`config.mk`:
```
export PLATFORM = sky130hd
export DESIGN_NAME = tdr_burst_src
export DESIGN_NICKNAME = d
export VERILOG_FILES = /design/src/rtl/tdr_pkg.sv /design/src/rtl/tdr_phase_fsm.sv /design/src/rtl/tdr_lane_split.sv /design/src/rtl/tdr_strobe_gen.sv /design/src/rtl/tdr_burst_src.sv
export SDC_FILE = /design/constraint.sdc
export NUM_CORES = 1
export LEC_CHECK = 0
export CAP_MARGIN = 10
export CORE_AREA = 2 2 63 65
export CTS_CLUSTER_DIAMETER = 30
export CTS_CLUSTER_SIZE = 8
export DETAILED_ROUTE_END_ITERATION = 12
export DIE_AREA = 0 0 65 67
export DONT_BUFFER_PORTS = 1
export PLACE_DENSITY_LB_ADDON = 0.1
export SYNTH_ARGS = -nofsm -noshare
export SYNTH_HDL_FRONTEND = slang
export SYNTH_HIERARCHICAL = 1
export SYNTH_SLANG_ARGS = --single-unit
```
`constraint.sdc`:
```
create_clock -name clk -period 2.27 [get_ports clk]
set_input_delay 0.3405 -clock clk [delete_from_list [all_inputs] [get_ports clk]]
set_output_delay 0.3405 -clock clk [all_outputs]
set_load 0.05 [all_outputs]
```
`src/rtl/tdr_pkg.sv`:
```
package tdr_pkg;
  typedef enum logic [1:0] {
    PH_IDLE = 2'd0,
    PH_ARM  = 2'd1,
    PH_RUN  = 2'd2
  } phase_e;
endpackage

```
`src/rtl/tdr_phase_fsm.sv`:
```
module tdr_phase_fsm
  import tdr_pkg::*;
#(
  parameter int LEN_W = 8
) (
  input  logic             clk,
  input  logic             rst_n,
  input  logic             tack_n,
  input  logic             cmd_burst,
  input  logic [LEN_W-1:0] cmd_len_m1,
  input  logic             cmd_half,
  input  logic             word_done,
  output logic             running,
  output logic             final_word,
  output logic             half_mode
);
  phase_e           phase_q, phase_d;
  logic [LEN_W-1:0] left_q;
  logic             half_q;
  logic             capture;

  assign capture = (phase_q == PH_IDLE) && !tack_n;

  always_comb begin
    phase_d = phase_q;
    case (phase_q)
      PH_IDLE: if (!tack_n) phase_d = PH_ARM;
      PH_ARM:  if (tack_n) phase_d = PH_RUN;
      PH_RUN:  if (word_done && final_word) phase_d = PH_IDLE;
      default: phase_d = PH_IDLE;
    endcase
  end

  always_ff @(posedge clk) begin
    if (!rst_n) begin
      phase_q <= PH_IDLE;
      left_q  <= '0;
      half_q  <= 1'b0;
    end else begin
      phase_q <= phase_d;
      if (capture) begin
        left_q <= cmd_burst ? cmd_len_m1 : '0;
        half_q <= cmd_half;
      end else if (running && word_done && !final_word) begin
        left_q <= left_q - LEN_W'(1);
      end
    end
  end

  assign running    = (phase_q == PH_RUN);
  assign final_word = (left_q == '0);
  assign half_mode  = half_q;

  // an armed phase does not start while the acknowledge is still held
  p_arm_waits_release_r1: assert property (@(posedge clk) disable iff (!rst_n)
    (phase_q == PH_ARM && !tack_n) |=> (phase_q != PH_RUN));

  // completing the final word ends the phase
  p_final_word_exits_r6: assert property (@(posedge clk) disable iff (!rst_n)
    (running && word_done && final_word) |=> (phase_q == PH_IDLE));

  // path width is frozen outside idle
  p_mode_frozen_r11: assert property (@(posedge clk) disable iff (!rst_n)
    (phase_q != PH_IDLE) |=> $stable(half_mode));
endmodule

```
`src/rtl/tdr_lane_split.sv`:
```
module tdr_lane_split #(
  parameter int DATA_W = 32
) (
  input  logic              clk,
  input  logic              rst_n,
  input  logic              half_mode,
  input  logic              beat,
  input  logic [DATA_W-1:0] src_data,
  output logic [DATA_W-1:0] lane_data,
  output logic              upper,
  output logic              lane_final
);
  localparam int HALF_W = DATA_W / 2;

  logic upper_q;

  always_ff @(posedge clk) begin
    if (!rst_n) upper_q <= 1'b0;
    else if (beat && half_mode) upper_q <= ~upper_q;
  end

  always_comb begin
    if (!half_mode) lane_data = src_data;
    else if (upper_q) lane_data = {{HALF_W{1'b0}}, src_data[DATA_W-1:HALF_W]};
    else lane_data = {{HALF_W{1'b0}}, src_data[HALF_W-1:0]};
  end

  assign upper      = upper_q;
  assign lane_final = !half_mode || upper_q;

  // a lower-half beat is always followed by the upper half
  p_upper_follows_r7: assert property (@(posedge clk) disable iff (!rst_n)
    (beat && half_mode && !upper_q) |=> upper_q);

  // after the upper half the next word starts low
  p_wraps_to_lower_r7: assert property (@(posedge clk) disable iff (!rst_n)
    (beat && upper_q) |=> !upper_q);

  // a pending upper half survives a stall
  p_pending_half_held_r8: assert property (@(posedge clk) disable iff (!rst_n)
    (upper_q && !beat) |=> upper_q);
endmodule

```
`src/rtl/tdr_strobe_gen.sv`:
```
module tdr_strobe_gen (
  input  logic running,
  input  logic src_valid,
  input  logic fifo_full_n,
  input  logic final_word,
  input  logic lane_final,
  output logic beat,
  output logic word_done,
  output logic wen_n,
  output logic last_n
);
  assign beat      = running && src_valid && fifo_full_n;
  assign word_done = beat && lane_final;
  assign wen_n     = !beat;
  assign last_n    = !(word_done && final_word);
endmodule

```
`src/rtl/tdr_burst_src.sv`:
```
module tdr_burst_src #(
  parameter int DATA_W = 32,
  parameter int LEN_W  = 8
) (
  input  logic              clk,
  input  logic              rst_n,
  input  logic              tack_n,
  input  logic              cmd_burst,
  input  logic [LEN_W-1:0]  cmd_len_m1,
  input  logic              cmd_half,
  input  logic              src_valid,
  output logic              src_ready,
  input  logic [DATA_W-1:0] src_data,
  input  logic              fifo_full_n,
  output logic              rd_wen_n,
  output logic              rd_last_n,
  output logic [DATA_W-1:0] rd_data
);
  logic running, final_word, half_mode;
  logic beat, word_done, upper, lane_final;

  tdr_phase_fsm #(.LEN_W(LEN_W)) u_fsm (
    .clk        (clk),
    .rst_n      (rst_n),
    .tack_n     (tack_n),
    .cmd_burst  (cmd_burst),
    .cmd_len_m1 (cmd_len_m1),
    .cmd_half   (cmd_half),
    .word_done  (word_done),
    .running    (running),
    .final_word (final_word),
    .half_mode  (half_mode)
  );

  tdr_lane_split #(.DATA_W(DATA_W)) u_lane (
    .clk        (clk),
    .rst_n      (rst_n),
    .half_mode  (half_mode),
    .beat       (beat),
    .src_data   (src_data),
    .lane_data  (rd_data),
    .upper      (upper),
    .lane_final (lane_final)
  );

  tdr_strobe_gen u_strobe (
    .running     (running),
    .src_valid   (src_valid),
    .fifo_full_n (fifo_full_n),
    .final_word  (final_word),
    .lane_final  (lane_final),
    .beat        (beat),
    .word_done   (word_done),
    .wen_n       (rd_wen_n),
    .last_n      (rd_last_n)
  );

  assign src_ready = word_done;

  // never write into a full FIFO
  p_wen_needs_space_r2: assert property (@(posedge clk) disable iff (!rst_n)
    !rd_wen_n |-> fifo_full_n);

  // last flag only accompanies a write
  p_last_with_wen_r4: assert property (@(posedge clk) disable iff (!rst_n)
    !rd_last_n |-> !rd_wen_n);

  // strobe drops right after the last beat
  p_wen_off_after_last_r6: assert property (@(posedge clk) disable iff (!rst_n)
    !rd_last_n |=> rd_wen_n);

  // no write while the acknowledge is held
  p_no_wen_in_ack_r1: assert property (@(posedge clk) disable iff (!rst_n)
    !tack_n |-> rd_wen_n);

  // a word is consumed only on a write cycle
  p_ready_on_write_r3: assert property (@(posedge clk) disable iff (!rst_n)
    src_ready |-> (!rd_wen_n && src_valid));

  // in 16-bit mode the word is taken on its upper half only
  p_ready_upper_only_r7: assert property (@(posedge clk) disable iff (!rst_n)
    (src_ready && half_mode) |-> upper);
endmodule

```
# After elaboration in Yosys (flattened, before gate mapping)
# Cells that the tools add are included.
classes:
  add_sub_neg: 1
  n_eq_ne: 5
  n_mux: 9
  bitwise: 1
  n_reduce_logical: 18
ops:
  columns: ["cell", "n"]
  rows:
  - ["32-bit two-way mux", 1]
  - ["8-bit two-way mux", 3]
  - ["16-bit two-way mux", 1]
  - ["1-bit logical AND", 8]
  - ["8-bit logical NOT", 1]
  - ["8-bit by 1-bit subtractor with 8-bit output (second input constant)", 1]
  - ["2-bit two-way mux", 3]
  - ["2-bit inequality test (second input constant)", 3]
  - ["2-bit case mux with 3 select lines", 1]
  - ["1-bit logical NOT", 5]
  - ["3-bit AND reduction", 1]
  - ["2-bit by 1-bit equality test with 1-bit output (second input constant)", 1]
  - ["2-bit equality test (second input constant)", 1]
  - ["2-bit logical NOT", 1]
  - ["2-bit nonzero test", 1]
  - ["1-bit logical OR", 1]
  - ["1-bit inverter", 1]
word_totals:
  regBits: 12
  output_inout_bits: 35
  wordCells: 38

# Longest topological paths before layout
depth:
  ltp_word: 8
  ltp_mapped: 8
  ltp_nobuf: 7

# Hierarchy
# Netlist, hierarchy kept.
by_module_without_submodules:
  columns: ["mod", "instances", "cells_each", "area_each_um2", "seq_area_each_um2"]
  rows:
  - ["tdr_phase_fsm", 1, 75, 618.1, 220.2]
  - ["tdr_lane_split", 1, 42, 422.9, 20.0]
  - ["tdr_strobe_gen", 1, 4, 28.8, 0.0]

# Worst setup path after synthesis
# Ideal clock, no wire load.
synth_path:
  path_type: "register to register"
  start: "register u_fsm.phase_q[1]"
  end: "register u_fsm.left_q[0]"
  setup_time_ps: 112
  t_arrival_ps: 1935
  required_ps: 2158
  path_slack_ps: 223
  stages_incl_launch_ff: 9
  path_buffers: 1
  path_cell_list: "dfxtp_1 > nor2b_1 > and3_4 > and2_4 > and3b_1 > clkbuf_1 > o21a_4 > nor3_1 > a2111oi_1"
synth_between:
  elab_chain_len: 7
  word_cells_on_any_way: 10
  classes_between: "eq/ne: 1; mux: 1; reduce/logical: 8"
synth_lines:
  columns: ["item", "line_no", "rtl"]
  rows:
  - ["start: declaration", "tdr_phase_fsm.sv:17", "phase_e phase_q, phase_d;"]
  - ["start signal: assignment", "tdr_phase_fsm.sv:40", "phase_q <= phase_d;"]
  - ["2-bit equality test", "tdr_phase_fsm.sv:50", "assign running = (phase_q == PH_RUN);"]
  - ["via running", "tdr_burst_src.sv:19", "logic running, final_word, half_mode;"]
  - ["1-bit logical AND (2 in a row)", "tdr_strobe_gen.sv:12", "assign beat = running && src_valid && fifo_full_n;"]
  - ["via beat", "tdr_burst_src.sv:20", "logic beat, word_done, upper, lane_final;"]
  - ["1-bit logical AND", "tdr_strobe_gen.sv:13", "assign word_done = beat && lane_final;"]
  - ["via src_ready", "tdr_burst_src.sv:12", "output logic src_ready,"]
  - ["1-bit logical AND (2 in a row)", "tdr_phase_fsm.sv:44", "end else if (running && word_done && !final_word) begin"]
  - ["2-bit nonzero test (no source line)", null, null]
  - ["end signal: assignment", "tdr_phase_fsm.sv:42", "left_q <= cmd_burst ? cmd_len_m1 : '0;"]
  - ["end signal: assignment", "tdr_phase_fsm.sv:45", "left_q <= left_q - LEN_W'(1);"]
  - ["end: declaration", "tdr_phase_fsm.sv:18", "logic [LEN_W-1:0] left_q;"]
# The timed path passes the listed nets, and every way through them passes these cells.
# A chain may end at the register's enable or synchronous reset.

# Final worst setup path
layout_path:
  start: "register u_fsm.left_q[0]"
  end: "output rd_last_n"
layout_between:
  elab_chain_len: 3
layout_lines:
  columns: ["item", "line_no", "rtl"]
  rows:
  - ["8-bit logical NOT", "tdr_phase_fsm.sv:51", "assign final_word = (left_q == '0);"]
  - ["via final_word", "tdr_burst_src.sv:19", null]
  - ["1-bit logical AND", "tdr_strobe_gen.sv:15", "assign last_n = !(word_done && final_word);"]
  - ["1-bit logical NOT", "tdr_strobe_gen.sv:15", null]
  - ["end: declaration", "tdr_burst_src.sv:16", "output logic rd_last_n,"]
# The timed path passes the listed nets, and every way through them passes these cells.

==> flow_summary_export.csv <==
group,metric,value,unit
run_status,status,"complete, no violations",
cells_and_area,antennaDiodeCount,0,
detailed_routing,drc_errors,0,
logic_synthesis,synth_top_family_by_area,"simple AND/OR/NAND/NOR gates",
sta,fmax,472,MHz
floorplanning,ioPinCount,82,
worst_setup_path,start_kind,"flop",
sta,fin_ws,0.151,ns
logic_synthesis,yosys_warnings,6,
logic_synthesis,syn_nets,170,
cells_and_area,final_nets,183,
worst_setup_path,slowest_stage,"or3b_2",
detailed_routing,dr.first_iter.drc_count,8,
detailed_routing,drtPass1Iterations,4,
detailed_routing,wl_per_cell,15.3,um
hold_path,whs_path_depth,1,
grt,grt_overflow_total,0,
worst_setup_path,slowest_delay,0.50,ns
clock_tree,cts_inserted_buffers,3,
place,routabilityCongestion,0.759,
floorplanning,die_h,67,um
logic_synthesis,async_reset_ff_share,0,%
worst_setup_path,end_kind,"output port",
logic_synthesis,postSynthCellCount,121,
place,dpl.cell_count,177,
clock_tree,cts_htree_levels,1,
clock_tree,cts.sinks,12,
sta,fin_crit_sh,93.3,%
sta,tightest_slew,0.449,ns
sta,final_max_slew_viol_count,0,
logic_synthesis,yosys.area_share.xor_xnor,1.64,%
logic_synthesis,synthMuxAreaShare,21.3,%
worst_setup_path,reg2reg_slack,0.28,ns
detailed_routing,avgViaCountPerCell,5.27,
place,dpl.hpwl,2.25,mm
clock_tree,cts_setup_buffers,0,
clock_tree,post_cts_resized,0,
cells_and_area,final_area,1250,um^2
sta,skew,0.00142,ns
cells_and_area,area_growth_syn_to_layout,16.5,%
floorplanning,initial_utilization,29.7,%
grt,grt_pass1_vias,949,
cells_and_area,n_fill_cell,383,
place,port_buffers,0,
logic_synthesis,synth-edff-count,0,
worst_setup_path,criticalPathCategory,"flop to output port",
sta,finalSetupTns,0,ns
cells_and_area,utilization,34.6,%
clock_tree,insertion_delay,0.24,ns
clock_tree,cts-root-buf,"clkbuf_8",
grt,grt_max_degree,20,
worst_setup_path,rr_worst_depth,7,
logic_synthesis,syn_area_per_cell,8.84,um^2
cells_and_area,drive_above_1_share,31.6,%
place,dpl_cell_area,1190,um^2
clock_tree,tritoncts,"done",
hold_path,holdCritPathClass,"input pin to flop",
power,p_per_area,596,nW/um^2
clock_tree,ctsHoldBuffers,0,
run,cap_viol_max_count,0,
logic_synthesis,ys_dominant_reg_cell,"dfxtp_1",
clock_tree,clk_pin_slew,0.05,ns
floorplanning,rows,22,
detailed_routing,vias,954,
sta,fin_crit,2.12,ns
floorplanning,core-area,3610,um^2
worst_setup_path,cp_data_required_time,1.93,ns
logic_synthesis,synthAdderAreaFrac,2.34,%
cells_and_area,stdcell_count,181,
grt,grt_antenna_before_repair,0,
logic_synthesis,synth-compound-area-share,13.3,%
logic_synthesis,synthSimpleGateAreaFrac,33.2,%
floorplanning,fp.dieW,65,um
sta,finalHoldViolations,0,
floorplanning,die_area,4360,um^2
clock_tree,cts_buffer_depth,2,
detailed_routing,ant_nets,0,
worst_setup_path,path_max_fanout,4,
logic_synthesis,synth_seq_cells,12,
sta,setup_viol,0,
logic_synthesis,synth_cell_types,44,
power,cellLeakagePower,0.538,nW
detailed_routing,routed_wl,2.77,mm
place,dp_slack,0.264,ns
worst_setup_path,path_cells,"inv_1 -> ha_1 -> or3b_2 -> nor2_2 -> nand3_1 -> buf_4",
grt,track_usage,13.2,%
sta,relSlewSlack,69.8,%
logic_synthesis,yosysSeqAreaShare,22.5,%
power,max-vdd-ir-drop,0.320,mV
logic_synthesis,netlist_area,1070,um^2
sta,rsz0062_at_grt,"false",
grt,grt_first_pass_wirelength,4.43,mm
worst_setup_path,arrival,1.78,ns
==> stage by stage <==
step           hold slack, ns  power, mW
2_1_floorplan           0.417      0.473
3_3_place_gp            0.421      0.514
3_5_place_dp            0.423      0.515
4_1_cts                 0.164      0.752
5_1_grt                 0.168      0.781
6_report                0.169      0.742
==> cell usage in the layout, fill, tap and decap left out, types with 3 or more instances in the layout <==
| cell | count |
|---|---|
| nor3_1 | 3 |
| a21oi_1 | 4 |
| a31oi_1 | 3 |
| buf_4 | 14 |
| mux2_4 | 10 |
| nand4_1 | 4 |
| inv_1 | 4 |
| nor2_1 | 4 |
| mux2_2 | 6 |
| clkbuf_8 | 4 |
| dfxtp_1 | 12 |
| nor2b_1 | 11 |
| nand2_1 | 9 |
| and2b_1 | 6 |
| nand3_1 | 5 |
==> logic make-up (layout without fill, tap and decap cells) <==
group,Yosys count,after routing
simple gates,58,58
compound gates,20,20
mux,17,17
flops,12,12
buf+inv,10,22
fa+ha+maj,2,2
xor+xnor,2,2
==> layer usage <==
layer  vias up  GRT usage (%)  wire (um)
li1        466              -          -
met1       438           14.6       1140
met2        48           23.8       1320
met3         2           5.24        294
met4         0           2.39         11
met5         -              0          0
==> report_power, final <==
part / total [mW] / switching, mW / internal (mW)
combinational: 0.278 / 0.199 / 0.0793
sequential: 0.232 / 0.0104 / 0.221
clock: 0.233 / 0.0794 / 0.153
==> final timing paths <==
check                          end              from
setup reg to reg   u_fsm/left_q[0]  u_fsm/phase_q[1]
hold / removal    u_fsm/phase_q[0]            tack_n
setup / recovery         rd_last_n   u_fsm/left_q[0]
hold reg to reg    u_fsm/left_q[0]   u_fsm/left_q[0]
==> sequential cells by signal, indices dropped and copies added, names as in the netlist <==
name	cells
u_fsm/left_q	8
u_fsm/phase_q	2
u_lane/upper	1
u_fsm/half_mode	1
==> area by class of cell <==
type	count	area [um^2]	share of cell area [%]
tap	48	60.1	4.82
sequential	12	240	19.3
multi-input combinational	99	771	61.8
inverter	4	15.0	1.20
timing repair buffer	14	105	8.43
clock buffer	4	55.1	4.42
==> cell usage after synthesis, types with 3 or more instances <==
| library cell | n | share of area (%) |
|---|---|---|
| nand2_1 | 9 | 3.2 |
| and2b_1 | 6 | 4.2 |
| a21oi_1 | 4 | 1.9 |
| dfxtp_1 | 12 | 22 |
| mux2_4 | 10 | 14 |
| nor3_1 | 3 | 1.4 |
| nand3_1 | 5 | 2.3 |
| inv_1 | 4 | 1.4 |
| mux2_2 | 6 | 6.3 |
| clkbuf_1 | 3 | 1.1 |
| nor2b_1 | 11 | 6.4 |
| nor2_1 | 5 | 1.8 |
| a31oi_1 | 3 | 1.8 |
| nand4_1 | 4 | 2.3 |
==> critical path: cells and delay by family (launching register included) <==
| family | cells | cell delay [ns] |
|---|---|---|
| buffers and inverters | 2 | 0.28 |
| adder cells (fa/ha/maj) | 1 | 0.16 |
| flip-flops | 1 | 0.33 |
| AND/OR/NAND/NOR | 3 | 0.76 |
Note: power is estimated with default switching activity, not from simulation.
